File: src/rtl/drm_pkg.sv
package drm_pkg;

    localparam int BYTE_W  = 8;
    localparam int DATA_W  = 32;
    localparam int CHK_W   = 7;
    localparam int LANES   = 5;
    localparam int PHYS_W  = LANES * BYTE_W;
    localparam int DLANES  = DATA_W / BYTE_W;

    typedef enum logic [1:0] {
        SZ_BYTE = 2'd0,
        SZ_HALF = 2'd1,
        SZ_WORD = 2'd2,
        SZ_BAD  = 2'd3
    } size_e;

    typedef enum logic [1:0] {
        RGN_MAIN  = 2'd0,
        RGN_EXTRA = 2'd1,
        RGN_NONE  = 2'd2
    } region_e;

    // State carried from the request cycle into the response cycle.
    typedef struct packed {
        logic       valid;
        logic       wr;
        logic       err;
        logic       rmw;
        logic       extra;
        logic       ecc;
        logic       ram_sel;
        logic [1:0] lane;
        size_e      size;
    } rsp_state_t;

endpackage

File: src/rtl/drm_decode.sv
module drm_decode
    import drm_pkg::*;
#(
    parameter int IDX_W = 12
) (
    input  logic [IDX_W+3:0] addr,
    output region_e          region,
    output logic             ram_sel,
    output logic [IDX_W-1:0] idx,
    output logic [1:0]       lane
);

    // Extra-region offset: one byte per lane-4 slot across both RAMs.
    logic [IDX_W:0] xoff;
    logic [1:0]     gap;
    logic           upper;

    assign xoff  = addr[IDX_W:0];
    assign gap   = addr[IDX_W+2:IDX_W+1];
    assign upper = addr[IDX_W+3];

    always_comb begin
        region  = RGN_NONE;
        ram_sel = addr[IDX_W+2];
        idx     = addr[IDX_W+1:2];
        lane    = addr[1:0];
        if (!upper) begin
            region = RGN_MAIN;
        end else if (gap == 2'b00) begin
            region  = RGN_EXTRA;
            ram_sel = xoff[0];
            idx     = {xoff[1], xoff[IDX_W:2]};
            lane    = 2'd0;
        end
    end

endmodule

File: src/rtl/drm_wr_lanes.sv
module drm_wr_lanes
    import drm_pkg::*;
(
    input  region_e              region,
    input  logic [1:0]           lane,
    input  size_e                size,
    input  logic                 write,
    input  logic                 ecc_on,
    input  logic [DATA_W-1:0]    wdata,
    input  logic [CHK_W-1:0]     chk_in,
    output logic                 access,
    output logic                 err,
    output logic                 rmw,
    output logic [LANES-1:0]     we,
    output logic [PHYS_W-1:0]    phys_wdata
);

    logic [DATA_W-1:0] rep;
    logic [DLANES-1:0] mask;
    logic              aligned;

    always_comb begin
        case (size)
            SZ_BYTE: rep = {DLANES{wdata[BYTE_W-1:0]}};
            SZ_HALF: rep = {2{wdata[2*BYTE_W-1:0]}};
            default: rep = wdata;
        endcase
    end

    always_comb begin
        case (size)
            SZ_BYTE: mask = DLANES'(1) << lane;
            SZ_HALF: mask = lane[1] ? 4'b1100 : 4'b0011;
            default: mask = 4'b1111;
        endcase
    end

    always_comb begin
        case (size)
            SZ_BYTE: aligned = 1'b1;
            SZ_HALF: aligned = !lane[0];
            SZ_WORD: aligned = (lane == 2'd0);
            default: aligned = 1'b0;
        endcase
    end

    // Data lanes carry the replicated bus data.
    for (genvar g = 0; g < DLANES; g++) begin : g_dlane
        assign phys_wdata[g*BYTE_W +: BYTE_W] = rep[g*BYTE_W +: BYTE_W];
    end

    // Lane 4 carries check bits or an extra-region byte.
    assign phys_wdata[PHYS_W-1 -: BYTE_W] =
        ecc_on ? {1'b0, chk_in} : wdata[BYTE_W-1:0];

    always_comb begin
        access = 1'b0;
        err    = 1'b0;
        rmw    = 1'b0;
        we     = '0;
        unique case (region)
            RGN_MAIN: begin
                if (!aligned) begin
                    err = 1'b1;
                end else begin
                    access = 1'b1;
                    if (write) begin
                        if (ecc_on && size != SZ_WORD) begin
                            rmw = 1'b1;
                        end else begin
                            we = {ecc_on, mask};
                        end
                    end
                end
            end
            RGN_EXTRA: begin
                if (ecc_on || size != SZ_BYTE) begin
                    err = 1'b1;
                end else begin
                    access = 1'b1;
                    we     = write ? 5'b10000 : 5'b00000;
                end
            end
            default: begin
                err = 1'b1;
            end
        endcase
    end

endmodule

File: src/rtl/drm_rd_steer.sv
module drm_rd_steer
    import drm_pkg::*;
(
    input  rsp_state_t          st,
    input  logic [PHYS_W-1:0]   rd0,
    input  logic [PHYS_W-1:0]   rd1,
    output logic [DATA_W-1:0]   rdata,
    output logic [CHK_W-1:0]    chk
);

    logic [PHYS_W-1:0]   sel;
    logic [DATA_W-1:0]   word;
    logic [BYTE_W-1:0]   lane_byte;
    logic [2*BYTE_W-1:0] half;

    always_comb begin
        sel       = st.ram_sel ? rd1 : rd0;
        word      = sel[DATA_W-1:0];
        lane_byte = word[BYTE_W*st.lane +: BYTE_W];
        half      = st.lane[1] ? word[DATA_W-1:2*BYTE_W] : word[2*BYTE_W-1:0];
        rdata     = '0;
        chk       = '0;
        if (st.valid && !st.err) begin
            if (st.extra) begin
                if (!st.wr) begin
                    rdata = {{(DATA_W-BYTE_W){1'b0}}, sel[PHYS_W-1 -: BYTE_W]};
                end
            end else begin
                if (st.rmw) begin
                    rdata = word;
                end else if (!st.wr) begin
                    case (st.size)
                        SZ_BYTE: rdata = {{(DATA_W-BYTE_W){1'b0}}, lane_byte};
                        SZ_HALF: rdata = {{(DATA_W-2*BYTE_W){1'b0}}, half};
                        default: rdata = word;
                    endcase
                end
                if (st.ecc && (st.rmw || !st.wr)) begin
                    chk = sel[DATA_W +: CHK_W];
                end
            end
        end
    end

endmodule

File: src/rtl/dual_mode_ram_mapper.sv
module dual_mode_ram_mapper
    import drm_pkg::*;
#(
    parameter int IDX_W = 12
) (
    input  logic                 clk,
    input  logic                 rst_n,
    input  logic                 ecc_on,
    input  logic                 req_valid,
    input  logic                 req_write,
    input  logic [IDX_W+3:0]     req_addr,
    input  logic [1:0]           req_size,
    input  logic [31:0]          req_wdata,
    input  logic [6:0]           req_chk,
    output logic [1:0]           ram_cs,
    output logic [IDX_W-1:0]     ram_idx,
    output logic [4:0]           ram_we,
    output logic [39:0]          ram_wdata,
    input  logic [39:0]          ram0_rdata,
    input  logic [39:0]          ram1_rdata,
    output logic                 rsp_valid,
    output logic                 rsp_err,
    output logic                 rsp_rmw,
    output logic [31:0]          rsp_rdata,
    output logic [6:0]           rsp_chk
);

    size_e            size_in;
    region_e          dec_region;
    logic             dec_ram;
    logic [IDX_W-1:0] dec_idx;
    logic [1:0]       dec_lane;
    logic             acc_ok;
    logic             acc_err;
    logic             acc_rmw;
    logic [LANES-1:0] lane_we;
    rsp_state_t       st_d;
    rsp_state_t       st_q;

    assign size_in = size_e'(req_size);

    drm_decode #(.IDX_W(IDX_W)) u_decode (
        .addr    (req_addr),
        .region  (dec_region),
        .ram_sel (dec_ram),
        .idx     (dec_idx),
        .lane    (dec_lane)
    );

    drm_wr_lanes u_wr (
        .region     (dec_region),
        .lane       (dec_lane),
        .size       (size_in),
        .write      (req_write),
        .ecc_on     (ecc_on),
        .wdata      (req_wdata),
        .chk_in     (req_chk),
        .access     (acc_ok),
        .err        (acc_err),
        .rmw        (acc_rmw),
        .we         (lane_we),
        .phys_wdata (ram_wdata)
    );

    // Request side: RAM port is driven in the request cycle.
    assign ram_idx = dec_idx;
    assign ram_cs  = (req_valid && acc_ok) ? (dec_ram ? 2'b10 : 2'b01) : 2'b00;
    assign ram_we  = (req_valid && acc_ok) ? lane_we : '0;

    always_comb begin
        st_d = '0;
        if (req_valid) begin
            st_d.valid   = 1'b1;
            st_d.wr      = req_write;
            st_d.err     = acc_err;
            st_d.rmw     = acc_rmw;
            st_d.extra   = (dec_region == RGN_EXTRA);
            st_d.ecc     = ecc_on;
            st_d.ram_sel = dec_ram;
            st_d.lane    = dec_lane;
            st_d.size    = size_in;
        end
    end

    always_ff @(posedge clk) begin
        if (!rst_n) begin
            st_q <= '0;
        end else begin
            st_q <= st_d;
        end
    end

    // Response side: steer the RAM read word selected one cycle earlier.
    drm_rd_steer u_steer (
        .st    (st_q),
        .rd0   (ram0_rdata),
        .rd1   (ram1_rdata),
        .rdata (rsp_rdata),
        .chk   (rsp_chk)
    );

    assign rsp_valid = st_q.valid;
    assign rsp_err   = st_q.valid & st_q.err;
    assign rsp_rmw   = st_q.valid & st_q.rmw;

endmodule

File: config.mk
export PLATFORM = sky130hd
export DESIGN_NAME = dual_mode_ram_mapper
export DESIGN_NICKNAME = d
export VERILOG_FILES = /design/src/rtl/drm_pkg.sv /design/src/rtl/drm_decode.sv /design/src/rtl/drm_wr_lanes.sv /design/src/rtl/drm_rd_steer.sv /design/src/rtl/dual_mode_ram_mapper.sv
export SDC_FILE = /design/constraint.sdc
export NUM_CORES = 1
export LEC_CHECK = 0
export ABC_AREA = 0
export BUFFER_PORTS_ARGS = -buffer_cell sky130_fd_sc_hd__buf_2
export CORE_AREA = 2 2 94 96
export DETAILED_ROUTE_END_ITERATION = 16
export DIE_AREA = 0 0 96 98
export PLACE_DENSITY = 0.73
export SLEW_MARGIN = 20
export SYNTH_ARGS = -nofsm -noshare
export SYNTH_HDL_FRONTEND = slang
export SYNTH_HIERARCHICAL = 1
export SYNTH_SLANG_ARGS = --single-unit
File: constraint.sdc
create_clock -name clk -period 1.97 [get_ports clk]
set_input_delay 0.0985 -clock clk [delete_from_list [all_inputs] [get_ports clk]]
set_output_delay 0.0985 -clock clk [all_outputs]
set_load 0.005 [all_outputs]
Yosys cells after proc, flatten, opt, wreduce, memory -nomap -nowiden
Index checks and enable logic that the tools add are counted.
{ "word_totals": {"regBits": 11, "latchBits": 0, "ram_bits": 0, "mem_bits_ro": 0, "in_bits": 142, "out_inout_bits": 101, "wordCells": 79, "memories": 0} }
{ "classes": {"add_sub_neg": 0, "mul": 0, "div": 0, "order_cmp": 0, "n_eq_ne": 5, "n_shift": 2, "n_mux": 44, "n_bitwise": 2, "reduce_logical": 17} }
{ "ops": {"columns": ["op", "count"], "rows": [
  ["32-bit two-way mux", 4],
  ["32-bit case mux with 2 select lines", 2],
  ["40-bit two-way mux", 1],
  ["32-bit by 6-bit variable part select with 8-bit output", 1],
  ["5-bit two-way mux", 6],
  ["12-bit two-way mux", 2],
  ["7-bit two-way mux", 3],
  ["16-bit two-way mux", 1],
  ["8-bit two-way mux", 2],
  ["2-bit two-way mux", 6],
  ["11-bit two-way mux", 1],
  ["2-bit zero test", 5],
  ["1-bit two-way mux", 10],
  ["5-bit case mux with 2 select lines", 1],
  ["4-bit case mux with 2 select lines", 1],
  ["2-bit by 1-bit equality test with 1-bit output, second input constant", 3],
  ["5-bit AND reduction", 1],
  ["1-bit logical AND", 4],
  ["4-bit two-way mux", 1],
  ["1-bit case mux with 2 select lines", 2],
  ["1-bit by 2-bit << shifter with 4-bit output, first input constant", 1],
  ["1-bit zero test", 3],
  ["1-bit case mux with 3 select lines", 1],
  ["1-bit AND", 2],
  ["other kinds (5)", 6]
]} }

Depth between registers and ports, before layout
{ "logic_depth": {"word_depth": 10, "mapped_depth": 6, "mapped_depth_nobuf": 6} }

Hierarchy
The synthesis kept the hierarchy.
{ "by_module_without_submodules": {"columns": ["module", "n_inst", "cells_per_inst", "area_each_um2", "seq_area_each_um2"], "rows": [
  ["drm_rd_steer", 1, 179, 1213.7, 0.0],
  ["drm_wr_lanes", 1, 90, 724.4, 0.0],
  ["dual_mode_ram_mapper", 1, 33, 375.4, 220.2],
  ["drm_decode", 1, 19, 145.1, 0.0]
]} }

Worst setup path after synthesis
Ideal clock, no wire load.
{ "synth_path": {"kind": "register to output", "startpoint": "register st_q, in the netlist rsp_valid", "endpoint": "output rsp_rdata[21]", "arrival_time_ns": 1.331, "required_ns": 1.871, "setup_slack_ns": 0.541, "stages_incl_launch_ff": 6, "path_buffers": 1, "cell_sequence": "dfxtp_1 nor3b_4 o21a_2 o21ai_2 buf_2 nor2_1"} }
{ "synth_via": {"elab_chain_cells": 2} }
{ "synth_lines": {"columns": ["element", "line_no", "text"], "rows": [
  ["from (decl)", "dual_mode_ram_mapper.sv:38", "rsp_state_t st_q;"],
  ["from (signal assigned)", "dual_mode_ram_mapper.sv:89", "st_q <= st_d;"],
  ["1-bit logical AND", "drm_rd_steer.sv:23", "if (st.valid && !st.err) begin"],
  ["32-bit two-way mux", "drm_rd_steer.sv:23", null],
  ["to (decl)", "dual_mode_ram_mapper.sv:24", "output logic [31:0] rsp_rdata,"]
]} }
No other way between the ends.

Worst setup path in the final report
{ "layout_path": {"startpoint": "register st_q[4] (netlist name)", "endpoint": "output rsp_rdata[1]"} }
{ "layout_via": {"elab_chain_cells": 7, "elab_cells_between_ends": 9, "cone_classes": "1 x shift; 8 x mux"} }
{ "layout_lines": {"columns": ["element", "line_no", "text"], "rows": [
  ["40-bit two-way mux *", "drm_rd_steer.sv:17", "sel = st.ram_sel ? rd1 : rd0;"],
  ["32-bit by 6-bit variable part select with 8-bit output or 16-bit two-way mux (tied branches)", "drm_rd_steer.sv:19, drm_rd_steer.sv:20", null],
  ["32-bit case mux with 2 select lines", "drm_rd_steer.sv:32", "case (st.size)"],
  ["32-bit two-way mux", "drm_rd_steer.sv:31", "end else if (!st.wr) begin"],
  ["32-bit two-way mux", "drm_rd_steer.sv:29", "if (st.rmw) begin"],
  ["32-bit two-way mux *", "drm_rd_steer.sv:24", "if (st.extra) begin"],
  ["32-bit two-way mux *", "drm_rd_steer.sv:23", null]
]} }
Every way passes the cells marked *; elsewhere a longest branch is shown, timed or not.

==> out/results.ini <==
[clocking]
clock-sinks=11
hold_buffers=0
cts_tree=done
cts_max_path_buffers=2
clk_pin_slew_worst_paths_ps=50
cts_root_buffer=clkbuf_8
numCtsBuffers=3
htree_levels=1

[grt]
antenna_found_initial=1
gr-max-usage-layer=met2
met1_usage=0.190
grt-ovfl-total=0
track_usage=0.210
grt_use_met3=0.0355
met2_usage=0.412
grt_max_degree=29
grt_pass1_wl_um=15400
grt_pass1_vias=3320

[synthesis]
ys_seq_elements=11
synth_top_area_frac=0.142
yosysWarnings=6
synthCells=321
syn_area_per_cell_um2=7.66
yosysSeqAreaShare=0.0896
ys_types=44
synth_top_area_cell=mux2_2
syn_nets=463
syn_area_mm2=0.00246
synthTopCellsByArea=mux2_2 14%, mux2i_1 11%, dfxtp_1 9.0%, buf_4 7.0%, a21oi_1 5.7%

[setup_path]
crit_arrival_ps=1830
max_stage_delay_ps=380
cp_max_fo=6
cp-end-kind=output port
cp_common_cell=buf_4
cp-start-kind=flop
cp_slowest_cell=dfxtp_4
worstSetupPathType=flop to output port
crit_required_ps=1870
path_cells=buf_4 -> buf_4 -> mux2_2 -> o21ai_1 -> a2111oi_2 -> buf_2

[placed_design]
io_buffers=220
place_hpwl_um=9040
gp_congestion=0.925
dp.cells=622

[routing]
first_iter_violations=64
drt_wl_total_um=11000
first_pass_iters=4
detail-route-antenna-nets=0
wl_per_cell_um=17.4
via_per_inst=5.19
drcViolationCount=0
vias=3275

[pwr]
p_sw_w=0.000435
p_seq_frac=0.214
power.internal_w=0.000715
irDropWorstVdd_uv=166
p_clk_frac=0.187
p_comb_frac=0.599
leakage_nw=1.89
powerDensity_mw_per_mm2=307
swShare=0.378

[finish]
seq_area_um2=228
layout_commonest_cell=buf_2
final_nets=665
drive_gt1_frac=0.598
syn2layout_area_growth_pct=52.1
final_cell_mix=220 x buf_2, 30 x mux2_2, 28 x nor2_1
finalNonFillerCells=631
n_fill_cell=862
multiInputGateArea_mm2=0.00206

[status]
status=complete, no violations

[timing]
clock.fmax_mhz=520
whs_ps=158
min_period_over_period=0.977
rsz0062_at_grt=yes
finalSetupViolations=0
tns_ps=0
slew_headroom=0.529
period_needed_ps=1920
max_slew.worst_pin.slew_ps=706
slew_violations=0
finalHoldViolations=0

[floorplan]
coreArea_mm2=0.00847
die_area_mm2=0.00941
die_width_um=96
ioPinCount=243
num_rows=34
fp.dieH_um=98
initial_core_util=0.290

[flow_run]
drv_cap=0

[worst_hold_path]
hp-class=input port to flop

==> state kept, by name, summed over array words and instances, names as in the netlist <==
signal / cells
rsp_valid: 1
st_q: 10
==> power groups by stage <==
stage / clock network [W] / logic (W) / registers (W)
finish: 0.000215 / 0.000688 / 0.000246
global route: 0.000237 / 0.000745 / 0.000248
CTS: 0.000224 / 0.000659 / 0.000247
detailed placement: 0 / 0.000637 / 0.000253
global placement: 0 / 0.000629 / 0.000253
floorplan: 0 / 0.000365 / 0.000244
==> worst paths after layout <==
kind,cells after the start,endpoint,slack [ps],start
worst min-delay path,2,st_q[9],160,req_write
worst max-delay path,6,rsp_rdata[1],50,st_q[4]
==> synthesized netlist by cell type, drive strengths merged <==
master    n
nor3     13
nand3b    2
buf      34
dfxtp    11
and2      3
or4b      1
a211oi    8
nand2b    3
and3     22
o21ai    22
a31o      2
a2111oi   9
or2b      7
and3b     1
a21oi    28
mux2i    26
and4b     1
o21a      3
a2bb2oi   1
inv       6
clkbuf    5
nand2    17
nor2b    14
nand3     1
a31oi     7
nor2     30
nor3b     3
or2       1
nor4      1
mux2     39
==> final cells by class <==
cell class,instances,area share
multi-input combinational,265,0.551
timing repair buffer,236,0.333
sequential,11,0.0609
tap,108,0.0361
clock buffer,4,0.0120
inverter,6,0.00602
antenna,1,0.000669
==> logic make-up (layout without fill, tap and decap cells) <==
| group | Yosys count | in the layout | share of synthesized area |
|---|---|---|---|
| and+or+nand+nor | 120 | 120 | 0.286 |
| muxes | 65 | 65 | 0.284 |
| buffers and inverters | 45 | 246 | 0.123 |
| DFF | 11 | 11 | 0.0896 |
| AOI/OAI and AO/OA | 80 | 80 | 0.217 |
| other | 0 | 1 | 0 |
==> what timing repair did <==
action,4_1_cts,5_1_grt
pin swaps,1,7
setup endpoints to repair,10,10
resized for setup,8,21
endpoints found under the hold margin,0,0
buffers inserted,3,1
==> worst max-delay path, delay by kind of cell (launching register included) <==
kind / cells / cell delay (ps)
buf+inv: 3 / 520
compound gates: 2 / 450
flops: 1 / 380
mux: 1 / 250
==> per-layer routing <==
| metal | vias to the layer above | wire length (um) |
|---|---|---|
| met1 | 1485 | 3700 |
| met4 | 0 | 533 |
| met3 | 44 | 881 |
| met2 | 186 | 5870 |
| li1 | 1560 | - |
| met5 | - | 0 |
==> metrics by stage <==
step | setup WS (ps) | instance area [um2] | utilization | power (W)
floorplan | 541 | 2460 | - | 0.000609
global placement | 25.2 | 3530 | 0.417 | 0.000882
detailed placement | -8.84 | 3530 | 0.417 | 0.000890
CTS | 1.82 | 3640 | 0.430 | 0.00113
global route | -18.1 | 3740 | 0.442 | 0.00123
finish | 45.7 | 3740 | 0.442 | 0.00115
(Power assumes the default switching activity.)
